<file path="src/rtl/acc_cpu.sv">
module acc_cpu #(
  parameter int AW  = 12,
  parameter int OPW = 4
) (
  input  logic                clk,
  input  logic                rst,
  output logic [AW-1:0]       mem_addr,
  output logic [AW+OPW-1:0]   mem_wdata,
  input  logic [AW+OPW-1:0]   mem_rdata,
  output logic                mem_req,
  output logic                mem_rd_nwr
);
  localparam int DW = AW + OPW;
  localparam logic [OPW-1:0] OP_LDA = OPW'(0);
  localparam logic [OPW-1:0] OP_STO = OPW'(1);
  localparam logic [OPW-1:0] OP_ADD = OPW'(2);
  localparam logic [OPW-1:0] OP_SUB = OPW'(3);
  localparam logic [OPW-1:0] OP_JMP = OPW'(4);
  localparam logic [OPW-1:0] OP_JGE = OPW'(5);
  localparam logic [OPW-1:0] OP_JNE = OPW'(6);

  typedef enum logic [2:0] {F_ZERO, F_PASS, F_ADD, F_SUB, F_INC} alu_fn_t;

  logic [AW-1:0]  pc;
  logic [DW-1:0]  acc, ir;
  logic           ex;

  logic [OPW-1:0] op;
  logic [AW-1:0]  opnd;
  logic           acc_neg, acc_zero, take, is_stop;
  logic           a_sel, b_sel, acc_ce, pc_ce, ir_ce, acc_oe, ex_next;
  alu_fn_t        alu_fn;
  logic [DW-1:0]  alu_b, alu_y;

  assign op       = ir[DW-1 -: OPW];
  assign opnd     = ir[AW-1:0];
  assign acc_neg  = acc[DW-1];
  assign acc_zero = (acc == '0);
  assign is_stop  = (op > OP_JNE);
  assign take     = (op == OP_JMP) | ((op == OP_JGE) & ~acc_neg) | ((op == OP_JNE) & ~acc_zero);

  assign a_sel   = ex | take;
  assign b_sel   = ex;
  assign acc_ce  = ex & (op != OP_STO);
  assign pc_ce   = ~ex & ~is_stop;
  assign ir_ce   = ~ex & ~is_stop;
  assign acc_oe  = ex & (op == OP_STO);
  assign ex_next = ir_ce & (mem_rdata[DW-1 -: OPW] <= OP_SUB);

  always_comb begin
    if (rst)                alu_fn = F_ZERO;
    else if (!ex)           alu_fn = F_INC;
    else if (op == OP_ADD)  alu_fn = F_ADD;
    else if (op == OP_SUB)  alu_fn = F_SUB;
    else                    alu_fn = F_PASS;
  end

  assign alu_b = b_sel ? mem_rdata : DW'(mem_addr);

  always_comb begin
    case (alu_fn)
      F_PASS:  alu_y = alu_b;
      F_ADD:   alu_y = acc + alu_b;
      F_SUB:   alu_y = acc - alu_b;
      F_INC:   alu_y = alu_b + DW'(1);
      default: alu_y = '0;
    endcase
  end

  assign mem_addr   = a_sel ? opnd : pc;
  assign mem_req    = ex | ~is_stop;
  assign mem_rd_nwr = ~acc_oe;
  assign mem_wdata  = acc_oe ? acc : '0;

  always_ff @(posedge clk) begin
    if (rst) begin
      pc  <= alu_y[AW-1:0];
      acc <= '0;
      ir  <= '0;
      ex  <= 1'b0;
    end else begin
      if (pc_ce)  pc  <= alu_y[AW-1:0];
      if (ir_ce)  ir  <= mem_rdata;
      if (acc_ce) acc <= alu_y;
      ex <= ex_next;
    end
  end

  assert_fetch_inc_R9: assert property (@(posedge clk) disable iff (rst)
    (mem_req && !ex) |=> (pc == $past(mem_addr) + AW'(1)));

  assert_jump_target_R5: assert property (@(posedge clk) disable iff (rst)
    (!ex && op == OP_JMP) |=> (pc == $past(opnd) + AW'(1)));

  assert_load_R2: assert property (@(posedge clk) disable iff (rst)
    (ex && op == OP_LDA) |=> (acc == $past(mem_rdata)));

  assert_add_R4: assert property (@(posedge clk) disable iff (rst)
    (ex && op == OP_ADD) |=> (acc == $past(acc) + $past(mem_rdata)));

  assert_sub_R4: assert property (@(posedge clk) disable iff (rst)
    (ex && op == OP_SUB) |=> (acc == $past(acc) - $past(mem_rdata)));

  assert_store_R3: assert property (@(posedge clk) disable iff (rst)
    (mem_req && !mem_rd_nwr) |-> (ex && mem_wdata == acc && mem_addr == opnd));

  assert_two_phase_R8: assert property (@(posedge clk) disable iff (rst)
    ex |=> !ex);

  assert_stop_hold_R10: assert property (@(posedge clk) disable iff (rst)
    (!ex && is_stop) |=> (!mem_req && $stable(pc) && $stable(acc)));
endmodule

</file>
<file path="config.mk">
export PLATFORM = sky130hd
export DESIGN_NAME = acc_cpu
export DESIGN_NICKNAME = d
export VERILOG_FILES = /design/src/rtl/acc_cpu.sv
export SDC_FILE = /design/constraint.sdc
export NUM_CORES = 1
export LEC_CHECK = 0
export BUFFER_PORTS_ARGS = -buffer_cell sky130_fd_sc_hd__buf_2
export CAP_MARGIN = 20
export CORE_UTILIZATION = 45
export CTS_CLUSTER_DIAMETER = 30
export DETAILED_ROUTE_END_ITERATION = 8
export PLACE_DENSITY = 0.67
export RECOVER_POWER = 50
export SYNTH_ARGS = -nofsm -noshare
export SYNTH_HDL_FRONTEND = slang
export SYNTH_SLANG_ARGS = --single-unit
</file>
<file path="constraint.sdc">
create_clock -name clk -period 9.6 [get_ports clk]
set_input_delay 0.48 -clock clk [delete_from_list [all_inputs] [get_ports clk]]
set_output_delay 0.48 -clock clk [all_outputs]
set_load 0.005 [all_outputs]
</file>
# ---- After elaboration in Yosys (flattened, before gate mapping)
# Index checks and enable logic that the tools add are counted.
dict set report op_classes {
  div_mod_pow 0
  n_mux 10
  n_addsub 3
  n_reduce_logical 2
  bitwise 15
  eq_ne 11
  shifts 0
  n_mul 0
  n_lt_le_gt_ge 2
}
# op n
set ops {}
lappend ops {{$pmux 16 s4} 1}
lappend ops {{$mux 12} 3}
lappend ops {{$mux 16} 2}
lappend ops {{$add 16x1->16 const B} 1}
lappend ops {{$add 16x16->16} 1}
lappend ops {{$logic_not 16->1} 1}
lappend ops {{$sub 16x16->16} 1}
lappend ops {{$eq 4x3->1 const B} 3}
lappend ops {{$eq 4x2->1 const B} 2}
lappend ops {{$and 1x1->1} 6}
lappend ops {{$eq 3x2->1 const B} 2}
lappend ops {{$mux 3} 2}
lappend ops {{$not 1->1} 5}
lappend ops {{$eq 4x1->1 const B} 1}
lappend ops {{$gt 4x3->1 const B} 1}
lappend ops {{$le 4x2->1 const B} 1}
lappend ops {{$mux 2} 2}
lappend ops {{$ne 4x1->1 const B} 1}
lappend ops {{$or 1x1->1} 4}
lappend ops {{$eq 3x1->1 const B} 1}
lappend ops {{$eq 3x3->1 const B} 1}
lappend ops {{$reduce_bool 2->1} 1}
dict set report word_totals {
  output_inout_bits 30
  n_memories 0
  latchBits 0
  mem_bits_ro 0
  ff_bits 45
  elab_cells 47
  input_bits 18
  ramBits 0
}

# ---- Logic depth before layout (Yosys ltp)
dict set report logic_depth {
  word_depth 11
  ltp_mapped 21
  ltp_nobuf 19
}

# ---- Worst setup path after synthesis
# Ideal clock, no wire load.
dict set report synth_timing {
  path_type {register to register}
  start {register acc[15]}
  end {register acc[14]}
  n_path_buf 2
  setup_slack_ns 5.623
  setup_time_ns 0.132
  synth_period_minus_slack_ns 3.977
  path_stages_with_launch 19
  arrival_time_ns 3.845
  required_ns 9.468
  cell_sequence {dfxtp_1 -> buf_6 -> nor4_1 -> nand4_1 -> buf_6 -> a21oi_1 -> mux2_2 -> mux2_2 -> ha_1 -> ha_1 -> a31o_2 -> a21oi_2 -> nor2b_1 -> o41ai_4 -> or3b_1 -> a31oi_1 -> xor2_1 -> a221oi_1 -> o22ai_1}
}
dict set report synth_via {
  elab_chain_len 9
  word_cells_on_any_way 14
  classes_between {add/sub (3); mux (3); bitwise (7); reduce/logical (1)}
}
# item line
set synth_rtl {}
lappend synth_rtl {{from (decl)} 25} ;# logic [DW-1:0] acc, ir;
lappend synth_rtl {{from (signal assigned)} 84} ;# if (acc_ce) acc <= alu_y;
lappend synth_rtl {{$logic_not 16->1 / $not 1->1 (equally long branches)} {38, 40}}
lappend synth_rtl {{$not 1->1 / $and 1x1->1 (equally long branches)} 40} ;# assign take = (op == OP_JMP) | ((op == OP_JGE) & ~acc_neg) | ((op == OP_JNE) & ~acc_zero);
lappend synth_rtl {{$and 1x1->1 / $or 1x1->1 (equally long branches)} 40}
lappend synth_rtl {{$or 1x1->1 *} 40}
lappend synth_rtl {{$or 1x1->1 *} 42} ;# assign a_sel = ex | take;
lappend synth_rtl {{$mux 12 *} 70} ;# assign mem_addr = a_sel ? opnd : pc;
lappend synth_rtl {{named net mem_addr[0]} 7} ;# output logic [AW-1:0] mem_addr,
lappend synth_rtl {{$mux 16 *} 58} ;# assign alu_b = b_sel ? mem_rdata : DW'(mem_addr);
lappend synth_rtl {{$add 16x1->16 (tied with other cells)} 65} ;# F_INC: alu_y = alu_b + DW'(1);
lappend synth_rtl {{$pmux 16 s4 *} 61} ;# case (alu_fn)
# Mark *: on every way through the listed nets, which the timed path passes. The rest lies on a longest branch.
# A chain may end at the register's enable or synchronous reset.

# ---- Final worst setup path
dict set report layout_timing {
  start {register ex (netlist: b_sel)}
  end {register acc[15]}
}
dict set report layout_via {
  elab_chain_len 5
  word_cells_on_any_way 14
  classes_between {add/sub (3); eq/ne (4); mux (5); bitwise (2)}
}
# item line
set layout_rtl {}
lappend layout_rtl {{from (decl)} 26} ;# logic ex;
lappend layout_rtl {{from (signal assigned)} 85} ;# ex <= ex_next;
lappend layout_rtl {{$or 1x1->1} 42}
lappend layout_rtl {{$mux 12} 70}
lappend layout_rtl {{$mux 16} 58}
lappend layout_rtl {{$add 16x1->16 (tied with other cells)} 65}
lappend layout_rtl {{$pmux 16 s4} 61}
# Parallel ways exist; a longest one is shown, timed or not.

==> results.cfg <==
[setup_path]
criticalPathCategory = reg2reg
crit_chain = clkbuf_1 -> clkinv_1 -> nand2_1 -> a21oi_1 -> buf_4 -> mux2_2 -> mux2i_1 -> inv_1 -> ha_1 -> inv_1 -> nor2_1 -> o21a_1 -> o21ai_0 -> o311ai_1 -> o21ai_0 -> o21ai_1 -> xnor2_1 -> a221oi_1 -> o22ai_1
crit_arrival_ps = 6040
max_stage_delay_ps = 1030
crit_path_end_kind = flop
worst_path_max_delay_cell = clkbuf_1
cp_data_required_time_ps = 9760
cp_max_fo = 31
start_kind = flop

[synthesis]
synth_top_family_by_area = simple AND/OR/NAND/NOR gates
netlist_instances = 555
synth-seq-area-share = 0.239
yosysWarnings = 0
synth_compound_area_frac = 0.245
ys_ff_latch = 45
synth_fa_ha_area_frac = 0.0889
synthXorXnorAreaFrac = 0.0635
synth_ff_type = dfxtp_1
synthMuxAreaShare = 0.0573
avgSynthCellArea_um2 = 7.71
synth_cell_types = 74
synth-async-reset-ratio = 0
synth_area_mm2 = 0.00428
synthSimpleGateAreaFrac = 0.251
syn-num-nets = 600
synth_edf_count = 12

[layout]
area.growth.synth_to_final_pct = 9.51
nFillCells = 925
final_nets = 631
multi_input_area_mm2 = 0.00302
antenna_cells = 0
most-common-layout-cells = 70 x nand2_1, 52 x nor2_1, 45 x buf_2
regArea_mm2 = 0.00102
drive_gt1_frac = 0.162
final_common_cell = nand2_1
instances_no_fill = 716

[global_routing]
grt_pass1_wl_um = 19800
grt-ovfl-total = 0
grt_max_degree = 32
grt_pass1_vias = 3851
grt_util_all_layers = 0.251
grt_antenna_before_repair = 0

[clock_tree]
cts_root_buffer = clkbuf_8
cts_htree_levels = 2
path_clk_slew_ps = 80
clock_sinks = 45
post-cts-setup-buffers = 0
cts_resized = 0
ctsHoldBuffers = 0
cts_tree = yes
numCtsBuffers = 5
cts_buffer_depth = 2
clock_latency_ps = 310

[timing]
worst_pin_slew_ps = 1420
max-slew-margin-rel = 0.0524
fmax_mhz = 170
setup_tns_ps = 0
rsz0062_at_grt = no
finalCritPeriodShare = 0.612
hold_viol_final = 0
fin_crit_ps = 5870
setup_viol = 0
whs_ps = 418
final-max-slew-violation-count = 0
fin_skew_ps = 11.2

[floorplanning]
die_h_um = 99.5
fp.dieW_um = 99.5
coreArea_mm2 = 0.00924
io_pins = 48
start_util = 0.463
die-area_mm2 = 0.00990
num_rows = 35

[drt]
avgRoutedWirePerCell_um = 17.2
drc_errors = 0
routed_wl_um = 12300
drt_pre_antenna_iters = 5
ant_nets = 0
viasPerCell = 5.92
drt_first_iter_violations = 410
via_count = 4237

[power]
p_leak_uw = 0.00211
p_per_area_mw_per_mm2 = 159
peakVddDrop_mv = 0.0696

[hold_path]
worstHoldPathType = in2reg

[placement]
gp_congestion = 0.940
dp_cells = 708
dpl.hpwl_um = 9500
port_buffers = 47

[run]
maxCapViolCount = 0

[outcome]
status = finished clean
==> final cells by class <==
class	instances	area share
clock buffer	6	0.0155
clock inverter	2	0.00748
inverter	30	0.0240
multi-input combinational	452	0.644
sequential	45	0.218
tap	129	0.0345
timing repair buffer	52	0.0566
==> state kept, by name (all words and copies together) (netlist names) <==
signal,count
acc,16
b_sel,1
pc,12
ir,16
==> path summary, 6_finish.rpt <==
check                              startpoint  endpoint  slack, ps  cells past startpoint
worst min register to register         ir[11]    ir[11]        470                      2
worst min-delay path            mem_rdata[15]     b_sel        420                      2
worst max register to register          b_sel   acc[15]       3730                     19
worst max-delay path                    b_sel   acc[15]       3730                     19
==> critical path, delay by kind of cell, from the launching register on <==
kind / cells / cell delay [ps]
buffers and inverters: 5 / 2450
AOI/OAI and AO/OA: 8 / 1390
muxes: 2 / 640
and+or+nand+nor: 2 / 440
adders and majority gates: 1 / 370
DFF: 1 / 310
xor gates and xnor gates: 1 / 150
==> metrics by stage <==
stage | total power [uW] | worst slack (ps) | util | area (um2)
6_report | 744 | 3730 | 0.507 | 4680
5_1_grt | 790 | 3420 | 0.507 | 4680
3_3_place_gp | 586 | 4820 | 0.495 | 4580
2_1_floorplan | 514 | 5620 | - | 4280
4_1_cts | 739 | 4630 | 0.508 | 4690
3_5_place_dp | 596 | 4650 | 0.496 | 4580
==> power by group <==
group | total (uW) | internal (uW) | switching, uW
Combinational | 363 | 151 | 212
Clock | 145 | 77.4 | 67.7
Sequential | 236 | 218 | 18.7
Total | 744 | 446 | 298
==> Yosys cell counts, types with 6 or more instances <==
| cell type | instances | share of area |
|---|---|---|
| nor4_1 | 7 | 0.010 |
| nor2b_1 | 15 | 0.022 |
| and2_1 | 12 | 0.018 |
| dfxtp_1 | 33 | 0.15 |
| inv_1 | 29 | 0.025 |
| a211oi_1 | 6 | 0.011 |
| xnor2_1 | 21 | 0.043 |
| nand2_1 | 70 | 0.061 |
| ha_1 | 27 | 0.079 |
| nand2b_1 | 11 | 0.016 |
| mux2i_1 | 7 | 0.016 |
| nor3_1 | 14 | 0.016 |
| o21ai_0 | 26 | 0.030 |
| edfxtp_1 | 12 | 0.084 |
| xor2_1 | 10 | 0.020 |
| mux2_2 | 11 | 0.029 |
| nor2_1 | 52 | 0.046 |
| o21ai_1 | 8 | 0.0094 |
| clkbuf_1 | 17 | 0.015 |
| a21oi_1 | 39 | 0.046 |
| nand3_1 | 9 | 0.011 |
==> cells by family (layout without fill, tap and decap cells) <==
| logic type | count (synthesis) | after routing |
|---|---|---|
| DFF | 45 | 45 |
| buffers and inverters | 58 | 90 |
| AOI/OAI and AO/OA | 147 | 147 |
| adders and majority gates | 31 | 31 |
| and+or+nand+nor | 221 | 221 |
| muxes | 22 | 22 |
| xor gates and xnor gates | 31 | 31 |
==> per-layer routing <==
metal  part of all wire  routed length, um  up-vias  track usage
met5                  0                  0        -            0
met1               0.47               5780     1975        0.349
met4              0.020                243        0       0.0747
met2               0.46               5640      184        0.409
met3              0.053                658       22       0.0274
li1                   -                  -     2056            -
Power figures use the tool's default switching activity.
